`src/rtl/fdd_pkg.sv`:
```
package fdd_pkg;

   // Number of set bits in a word of up to 32 bits
   function automatic int unsigned popcnt(input logic [31:0] v);
      int unsigned n;
      n = 0;
      for (int i = 0; i < 32; i++) n += int'(v[i]);
      return n;
   endfunction

endpackage

```
`src/rtl/fdd_seq.sv`:
```
module fdd_seq #(
   parameter int N    = 4,
   parameter int IN_W = 3,
   parameter logic [N-1:0][IN_W-1:0] TEST_VEC = '0
) (
   input  logic            clk,
   input  logic            rst_n,
   input  logic            start_ok,
   input  logic            cut_resp,
   input  logic            gold_we,
   input  logic [N-1:0]    gold_data,
   output logic [IN_W-1:0] cut_in,
   output logic            run,
   output logic            fin,
   output logic [N-1:0]    syndrome
);
   localparam int IW = $clog2(N);

   logic [N-1:0]  gold_q;
   logic [IW-1:0] idx;

   always_ff @(posedge clk or negedge rst_n) begin
      if (!rst_n) begin
         gold_q   <= '0;
         syndrome <= '0;
         idx      <= '0;
         run      <= 1'b0;
         fin      <= 1'b0;
      end else begin
         fin <= 1'b0;
         if (gold_we) gold_q <= gold_data;
         if (start_ok) begin
            run <= 1'b1;
            idx <= '0;
         end else if (run) begin
            syndrome[idx] <= cut_resp ^ gold_q[idx];
            if (idx == IW'(N - 1)) begin
               run <= 1'b0;
               fin <= 1'b1;
            end else begin
               idx <= idx + 1'b1;
            end
         end
      end
   end

   assign cut_in = run ? TEST_VEC[idx] : '0;

endmodule

```
`src/rtl/fdd_dict.sv`:
```
module fdd_dict #(
   parameter int N           = 4,
   parameter int DEPTH       = 16,
   parameter bit CLEAR_RESET = 1'b1
) (
   input  logic                     clk,
   input  logic                     rst_n,
   input  logic                     we,
   input  logic [$clog2(DEPTH)-1:0] addr,
   input  logic [N-1:0]             wsyn,
   input  logic                     wvld,
   output logic [DEPTH-1:0][N-1:0]  ent_syn,
   output logic [DEPTH-1:0]         ent_vld
);
   localparam int AW = $clog2(DEPTH);

   for (genvar e = 0; e < DEPTH; e++) begin : g_ent
      logic sel;
      assign sel = we && (addr == AW'(e));
      if (CLEAR_RESET) begin : g_clr
         always_ff @(posedge clk or negedge rst_n) begin
            if (!rst_n) begin
               ent_syn[e] <= '0;
               ent_vld[e] <= 1'b0;
            end else if (sel) begin
               ent_syn[e] <= wsyn;
               ent_vld[e] <= wvld;
            end
         end
      end else begin : g_keep
         // only the valid flag is reset; syndromes keep their contents
         always_ff @(posedge clk or negedge rst_n) begin
            if (!rst_n)   ent_vld[e] <= 1'b0;
            else if (sel) ent_vld[e] <= wvld;
         end
         always_ff @(posedge clk) begin
            if (sel) ent_syn[e] <= wsyn;
         end
      end
   end

endmodule

```
`src/rtl/fdd_search.sv`:
```
module fdd_search #(
   parameter int N     = 4,
   parameter int DEPTH = 16
) (
   input  logic                     clk,
   input  logic                     rst_n,
   input  logic                     go,
   input  logic [N-1:0]             syndrome,
   input  logic [DEPTH-1:0][N-1:0]  ent_syn,
   input  logic [DEPTH-1:0]         ent_vld,
   output logic                     active,
   output logic                     done,
   output logic                     hit,
   output logic [$clog2(DEPTH)-1:0] fault_idx,
   output logic [$clog2(N+1)-1:0]   fault_dist
);
   import fdd_pkg::*;
   localparam int AW = $clog2(DEPTH);
   localparam int DW = $clog2(N + 1);

   logic [AW-1:0] ptr, best_i;
   logic [DW-1:0] best_d, cur_d;
   logic          found, take;

   always_comb begin
      cur_d = DW'(popcnt(32'(ent_syn[ptr] ^ syndrome)));
      take  = active && ent_vld[ptr] && (!found || (cur_d < best_d));
   end

   always_ff @(posedge clk or negedge rst_n) begin
      if (!rst_n) begin
         active     <= 1'b0;
         ptr        <= '0;
         found      <= 1'b0;
         best_i     <= '0;
         best_d     <= '0;
         done       <= 1'b0;
         hit        <= 1'b0;
         fault_idx  <= '0;
         fault_dist <= '0;
      end else begin
         done <= 1'b0;
         if (go) begin
            active <= 1'b1;
            ptr    <= '0;
            found  <= 1'b0;
            best_i <= '0;
            best_d <= '0;
         end else if (active) begin
            if (take) begin
               found  <= 1'b1;
               best_i <= ptr;
               best_d <= cur_d;
            end
            if (ptr == AW'(DEPTH - 1)) begin
               active     <= 1'b0;
               done       <= 1'b1;
               hit        <= take | found;
               fault_idx  <= take ? ptr   : best_i;
               fault_dist <= take ? cur_d : best_d;
            end else begin
               ptr <= ptr + 1'b1;
            end
         end
      end
   end

endmodule

```
`src/rtl/fdd_top.sv`:
```
module fdd_top #(
   parameter int NUM_TESTS  = 4,
   parameter int IN_W       = 3,
   parameter int DICT_DEPTH = 16,
   parameter bit CLEAR_DICT = 1'b1,
   parameter logic [NUM_TESTS-1:0][IN_W-1:0] TEST_VEC =
      {3'b110, 3'b100, 3'b011, 3'b010},
   localparam int AW = $clog2(DICT_DEPTH),
   localparam int DW = $clog2(NUM_TESTS + 1)
) (
   input  logic                 clk,
   input  logic                 rst_n,
   input  logic                 start,
   output logic [IN_W-1:0]      cut_in,
   input  logic                 cut_resp,
   input  logic                 gold_we,
   input  logic [NUM_TESTS-1:0] gold_data,
   input  logic                 dict_we,
   input  logic [AW-1:0]        dict_addr,
   input  logic [NUM_TESTS-1:0] dict_syn,
   input  logic                 dict_vld,
   output logic                 done,
   output logic                 hit,
   output logic [AW-1:0]        fault_idx,
   output logic [DW-1:0]        fault_dist
);
   if (NUM_TESTS < 2 || NUM_TESTS > 32) begin : g_bad_tests
      $error("fdd_top: NUM_TESTS must lie in 2..32");
   end
   if (DICT_DEPTH < 2) begin : g_bad_depth
      $error("fdd_top: DICT_DEPTH must be at least 2");
   end
   if (IN_W < 1) begin : g_bad_inw
      $error("fdd_top: IN_W must be at least 1");
   end

   logic                             seq_run, seq_fin, srch_active, start_ok;
   logic [NUM_TESTS-1:0]             syndrome;
   logic [DICT_DEPTH-1:0][NUM_TESTS-1:0] ent_syn;
   logic [DICT_DEPTH-1:0]            ent_vld;

   assign start_ok = start && !(seq_run || seq_fin || srch_active);

   fdd_seq #(.N(NUM_TESTS), .IN_W(IN_W), .TEST_VEC(TEST_VEC)) u_seq (
      .clk(clk), .rst_n(rst_n), .start_ok(start_ok), .cut_resp(cut_resp),
      .gold_we(gold_we), .gold_data(gold_data), .cut_in(cut_in),
      .run(seq_run), .fin(seq_fin), .syndrome(syndrome)
   );

   fdd_dict #(.N(NUM_TESTS), .DEPTH(DICT_DEPTH), .CLEAR_RESET(CLEAR_DICT)) u_dict (
      .clk(clk), .rst_n(rst_n), .we(dict_we), .addr(dict_addr),
      .wsyn(dict_syn), .wvld(dict_vld), .ent_syn(ent_syn), .ent_vld(ent_vld)
   );

   fdd_search #(.N(NUM_TESTS), .DEPTH(DICT_DEPTH)) u_search (
      .clk(clk), .rst_n(rst_n), .go(seq_fin), .syndrome(syndrome),
      .ent_syn(ent_syn), .ent_vld(ent_vld), .active(srch_active),
      .done(done), .hit(hit), .fault_idx(fault_idx), .fault_dist(fault_dist)
   );

endmodule

```
`config.mk`:
```
export PLATFORM = sky130hd
export DESIGN_NAME = fdd_top
export DESIGN_NICKNAME = d
export VERILOG_FILES = /design/src/rtl/fdd_pkg.sv /design/src/rtl/fdd_seq.sv /design/src/rtl/fdd_dict.sv /design/src/rtl/fdd_search.sv /design/src/rtl/fdd_top.sv
export SDC_FILE = /design/constraint.sdc
export NUM_CORES = 1
export LEC_CHECK = 0
export ABC_AREA = 1
export ABC_CLOCK_PERIOD_IN_PS = 3850
export BUFFER_PORTS_ARGS = -buffer_cell sky130_fd_sc_hd__buf_2
export CORE_UTILIZATION = 55
export CTS_CLUSTER_DIAMETER = 40
export CTS_CLUSTER_SIZE = 30
export DETAILED_ROUTE_END_ITERATION = 8
export PLACE_DENSITY_LB_ADDON = 0.15
export SKIP_LAST_GASP = 1
export SLEW_MARGIN = 20
export SYNTH_ARGS = -nofsm -noshare
export SYNTH_HDL_FRONTEND = slang
export SYNTH_HIERARCHICAL = 1
export SYNTH_SLANG_ARGS = --single-unit
```
`constraint.sdc`:
```
create_clock -name clk -period 3.85 [get_ports clk]
set_clock_uncertainty 0.2 [all_clocks]
set_input_delay 0.1925 -clock clk [delete_from_list [all_inputs] [get_ports clk]]
set_output_delay 0.1925 -clock clk [all_outputs]
set_load 0.01 [all_outputs]
```
After elaboration in Yosys (flattened, before gate mapping) --
Index checks and enable logic that the tools add are counted.
Operators by class: $add $sub $neg 33, order comparisons 4, equal/unequal tests 19, mux-type cells 39, bitwise logic cells 5, reduce and logical (&&, ||, !) cells 34
Operators by type and width (count):
- adder 3 x 1 -> 3 bit, second input constant | 28
- == test 4 bit, second input constant | 9
- two-way mux 4 bit | 7
- logical AND 1 bit | 20
- two-way mux 1 bit | 18
- binary-select mux 4 bit (select 4 bit) | 1
- == test 4 x 3 -> 1 bit, second input constant | 4
- two-way mux 3 bit | 5
- == test 4 x 2 -> 1 bit, second input constant | 2
- AND reduction 2 bit | 4
- adder 3 x 1 -> 3 bit | 2
- binary-select mux 3 bit (select 2 bit) | 1
- two-way mux 2 bit | 3
- nonzero test 2 bit | 3
- less-than comparator 4 x 5 -> 1 bit, second input constant | 1
- adder 4 x 1 -> 4 bit, second input constant | 1
- binary-select mux 1 bit (select 4 bit) | 1
- bitwise mux 4 bit | 1
- == test 4 x 1 -> 1 bit, second input constant | 1
- zero test 4 bit | 1
- inequality test 2 bit, second input constant | 2
- XOR 4 bit | 1
- logical OR 1 bit | 3
- less-than comparator 2 x 3 -> 1 bit, second input constant | 1
- other kinds (12) | 14
Word-level totals: flip-flop bits (word level) 114, input bits 19, output and inout bits 12, word-level logic and storage cells 180

Logic depth before layout (Yosys ltp) --
depth in word-level cells 40, gate-level depth with buffers 22, depth with buffers taken out 20

Hierarchy --
Netlist, hierarchy kept.
By module, submodules not included:
- fdd_dict | times used 1, cells an instance 398, area each 3350.7 sq um, sequential area each 2001.9 sq um
- fdd_search | times used 1, cells an instance 297, area each 1914.3 sq um, sequential area each 550.5 sq um
- fdd_seq | times used 1, cells an instance 67, area each 626.9 sq um, sequential area each 300.3 sq um
- fdd_top | times used 1, cells an instance 6, area each 22.5 sq um, sequential area each 0.0 sq um

Worst setup path before layout --
OpenSTA, ideal clock, no wires.
kind reg-to-reg, start reg u_search.ptr[0], end reg u_search.fault_idx[2], setup time 0.118 ns, arrival time 3.240 ns, required time 3.532 ns, slack 0.292 ns, stages on the path, launching flop included 21, path buffers 2, clock period less this slack 3.558 ns, cells stage by stage dfrtp_1 -> buf_4 -> buf_4 -> nor2_1 -> nor2_1 -> o21ai_0 -> o211ai_1 -> nand3_1 -> nand2_1 -> xnor2_1 -> fa_1 -> inv_1 -> ha_1 -> ha_1 -> ha_1 -> o211ai_1 -> nand2_1 -> nand2_1 -> nand4_1 -> nand3_1 -> nand2_1
Between the ends: word-level cells in the longest chain between the ends 38, elaborated cells between the ends (all ways) 43, classes of those cells add/sub (31); order compare (1); eq/ne (1); mux (5); bitwise (1); reduce/logical (4)
RTL lines:
- start: declaration | RTL line fdd_search.sv:21 | logic [AW-1:0] ptr, best_i;
- start signal: assignment | RTL line fdd_search.sv:62 | ptr <= ptr + 1'b1;
- binary-select mux 4 bit (select 4 bit) | RTL line fdd_search.sv:26 | cur_d = DW'(popcnt(32'(ent_syn[ptr] ^ syndrome)));
- two-way mux 4 bit (not written as such) | RTL line fdd_search.sv:26
- XOR 4 bit | RTL line fdd_search.sv:26
- adder 1 x 1 -> 2 bit | RTL line fdd_pkg.sv:7 | for (int i = 0; i < 32; i++) n += int'(v[i]);
- adder 3 x 1 -> 3 bit (30 in series) | RTL line fdd_pkg.sv:7
- less-than comparator 3 bit | RTL line fdd_search.sv:27 | take = active && ent_vld[ptr] && (!found || (cur_d < best_d));
- logical OR 1 bit | RTL line fdd_search.sv:27
- logical AND 1 bit | RTL line fdd_search.sv:27
- two-way mux 4 bit
- end signal: assignment | RTL line fdd_search.sv:59 | fault_idx <= take ? ptr : best_i;
- end: declaration | RTL line fdd_search.sv:14 | output logic [$clog2(DEPTH)-1:0] fault_idx,
Parallel ways exist; a longest one is shown, timed or not. The select of a mux whose other input is x is not followed. A chain may end at the register's enable or synchronous reset.

Worst setup path in the final report --
start reg u_search.ptr[0], end reg u_search.fault_idx[1]
The elaborated chain is that of the path after synthesis.

==> impl_results.md <==
- Max FO, Critical Path: 10
- Largest stage delay on the critical path: 540 ps
- Final Util: 0.7009
- EDFF count, synth: 0
- Clk slew on worst S/H paths: 60 ps
- CP endpoint kind: register
- Die area: 11170 µm²
- Final Hold Viols: 0
- Count of final setup violators: 0
- Pin count of the biggest net entering global routing: 68
- Count of unique library cells instantiated by Yosys: 33
- Cts bufs inserted: 17
- TritonCTS clock tree: done
- Via count: 5407
- IO Pins: 31
- Setup crit start kind: register
- Final HPWL DP: 10340 µm
- FF-to-FF path depth: 20
- Drt first-iter violations: 578
- VDD IR max: 0.6039 mV
- Layout area overhead: 22.89%
- Fmax: 267.8 MHz
- Vias in the first global route: 5102
- Antenna fix cells: 0
- Sink Count: 114
- Top FF cell, synth: dfrtp_1
- GRT Residual Overflow: 0
- Worst Tran Pin Value: 955.7 ps
- Worst Path Required: 4120 ps
- Rows: 37
- Pwr dens: 937.1 nW/µm²
- WL final: 16540 µm
- Initial Utilization: 0.5703
- CTS root buffer: clkbuf_8
- Mapped Area: 5914 µm²
- Vias per cell: 5.546
- Post-route cell area: 7268 µm²
- Final Max Tran Viols: 0
- Syn_nets: 798
- Status: complete, no violations
- Final Wtd Congestion: 0.8479
- Worst-Skew Late Latency: 530 ps
- Dpl cell area: 6165 µm²
- CP Data Arrival Time: 4010 ps
- CTS H-tree lvls: 4
- Leakage power: 3.727 nW
- Slowest-stage cell, CP: fa_1
- Core box area: 10370 µm²
- Global-route wire length before repair: 25830 µm
- Register area share after synthesis: 0.4823
- Tmin final: 3735 ps
- Cells after Synth: 768
- Routed Antenna Nets: 0
- Multi-input gate area: 2755 µm²
- RSZ-0062 raised after global routing: true
- Tot GR Track Use: 0.3088
- DIE HEIGHT: 105.7 µm
- Largest cells by area after synthesis: dfrtp_1 (48%), nand2_1 (19%), nor2_1 (4.4%)
- DR pass1 iterations: 5
- Power Total: 6.811 mW
- Filler instances: 807
- Initial antenna violation count: 0
- Synth cell count leaders: nand2_1 (305), dfrtp_1 (114), nor2_1 (70), inv_1 (58), nand3_1 (48)
- CP Class: register to register
- # DRC: 0
- Synthesis-stage register bit count: 114
- Hold/Removal Path Class: input port to async pin
- Cell taking the most area after synthesis: dfrtp_1
- Yosys warnings: 6
- Horiz. Die Dim: 105.7 µm
- Slew margin rel.: 0.3605
- Final net count: 856
- Port bufs: 30
- Yosys top cell area share: 0.4823
- Most instantiated library cell after synthesis: nand2_1
- Asr flop ratio synth: 1.000
- Syn_area_per_cell: 7.701 µm²
- Maximum clock path buffer count: 2
- Cells along the critical path: clkinv_4 > buf_4 > clkbuf_16 > nor2_2 > o211ai_1 > nand3_1 > nand2_1 > xnor2_1 > fa_1 > inv_1 > ha_2 > ha_4 > ha_4 > o211ai_1 > nand2_1 > nand2_4 > nand3_4 > nand2_2 > nand3_2 > nand2_2
- Layout cells sized above 1: 0.1692
- Routed WL per cell: 16.96 µm
- Final worst path period share: 0.9700
- # Max-Cap Violations: 0
- Sequential cell area: 2855 µm²
per-layer routing:
layer / GRT usage / vias to the layer above / part of all wire
met3: 0.08534 / 42 / 0.084
met2: 0.4837 / 271 / 0.47
met5: 0 / - / 0
li1: - / 2557 / -
met4: 0.1091 / 0 / 0.023
met1: 0.4122 / 2537 / 0.42
path summary, 6_finish.rpt:
kind	to	slack [ps]	startpoint
setup / recovery	u_search/fault_idx[1]	120	u_search/ptr[0]
hold / removal	u_dict/ent_syn[30]	130	rst_n
setup reg to reg	u_search/fault_idx[1]	120	u_search/ptr[0]
hold reg to reg	u_dict/ent_syn[61]	280	u_dict/ent_syn[61]
max in group asynchronous	u_seq/gold_q[2]	2430	rst_n
min in group clk	u_dict/ent_syn[61]	280	u_dict/ent_syn[61]
cells by family after synthesis:
group | count (synthesis) | share of synthesized area
xor gates and xnor gates | 4 | 0.005925
DFF | 114 | 0.4823
buffers and inverters | 98 | 0.07193
adders and majority gates | 11 | 0.02454
and+or+nand+nor | 467 | 0.3366
muxes | 4 | 0.007615
AOI/OAI and AO/OA | 70 | 0.07108
stage by stage:
stage	setup WS, ps	setup TNS, ps	cells	hold WS [ps]
after detailed placement	-91.02	-746.6	910	158.9
after floorplan	292.5	0	768	-303.1
final	115.5	0	975	128.8
after CTS	3.030	0	966	143.8
after global placement	58.15	0	910	152.3
after global routing	-83.70	-844.4	975	183.6
cell type report:
type	count	area share
clock buffers	22	0.06507
clock inverters	10	0.01790
inverters	64	0.03426
multi-input cells	556	0.3791
flip-flops and latches	114	0.3928
well taps	136	0.02341
repair buffers	72	0.08676
repair inverters	1	0.0006886
sequential cells by signal, indices dropped and copies added (netlist names), 2 cells and up:
name / flops
u_dict/ent_syn: 64
u_dict/ent_vld: 16
u_search/best_d: 3
u_search/best_i: 4
u_search/fault_dist: 3
u_search/fault_idx: 4
u_search/ptr: 4
u_seq/gold_q: 4
u_seq/idx: 2
u_seq/syndrome: 4
worst max-delay path, delay by kind of cell, from the launching register on:
kind / cells / cell delay [ps]
flip-flops: 1 / 430
buffers and inverters: 4 / 480
AND/OR/NAND/NOR: 9 / 990
AO/OA/AOI/OAI: 2 / 200
adder cells (fa/ha/maj): 4 / 1200
XOR/XNOR: 1 / 160
what timing repair did:
action                                  4_1_cts  5_1_grt
gates resized for setup                       2       36
endpoints found under the hold margin       157        0
pin swaps                                     0       17
hold buffers                                 24        0
endpoints found under the setup margin       14       14
buffers inserted                              0        5
cloned                                        0        4
cells in the final DEF, fill, tap and decap left out, drive strengths merged, types with 2 or more instances in the layout:
master / instances
nand2: 312
dfrtp: 114
nor2: 78
inv: 61
nand3: 58
buf: 45
o21ai: 39
clkbuf: 25
dlygate4sd3: 24
nand4: 17
o211ai: 14
o21bai: 10
ha: 10
clkinv: 7
mux2: 4
clkinvlp: 4
bufinv: 3
xnor2: 3
a21oi: 3
o22ai: 2
nor3: 2
power by group:
part | leakage, nW | switching [mW] | internal [mW] | total (mW)
logic | 2.02 | 2.02 | 1.39 | 3.41
clock network | 0.297 | 0.543 | 1.05 | 1.59
registers | 1.41 | 0.262 | 1.55 | 1.81
Power figures use the tool's default switching activity.
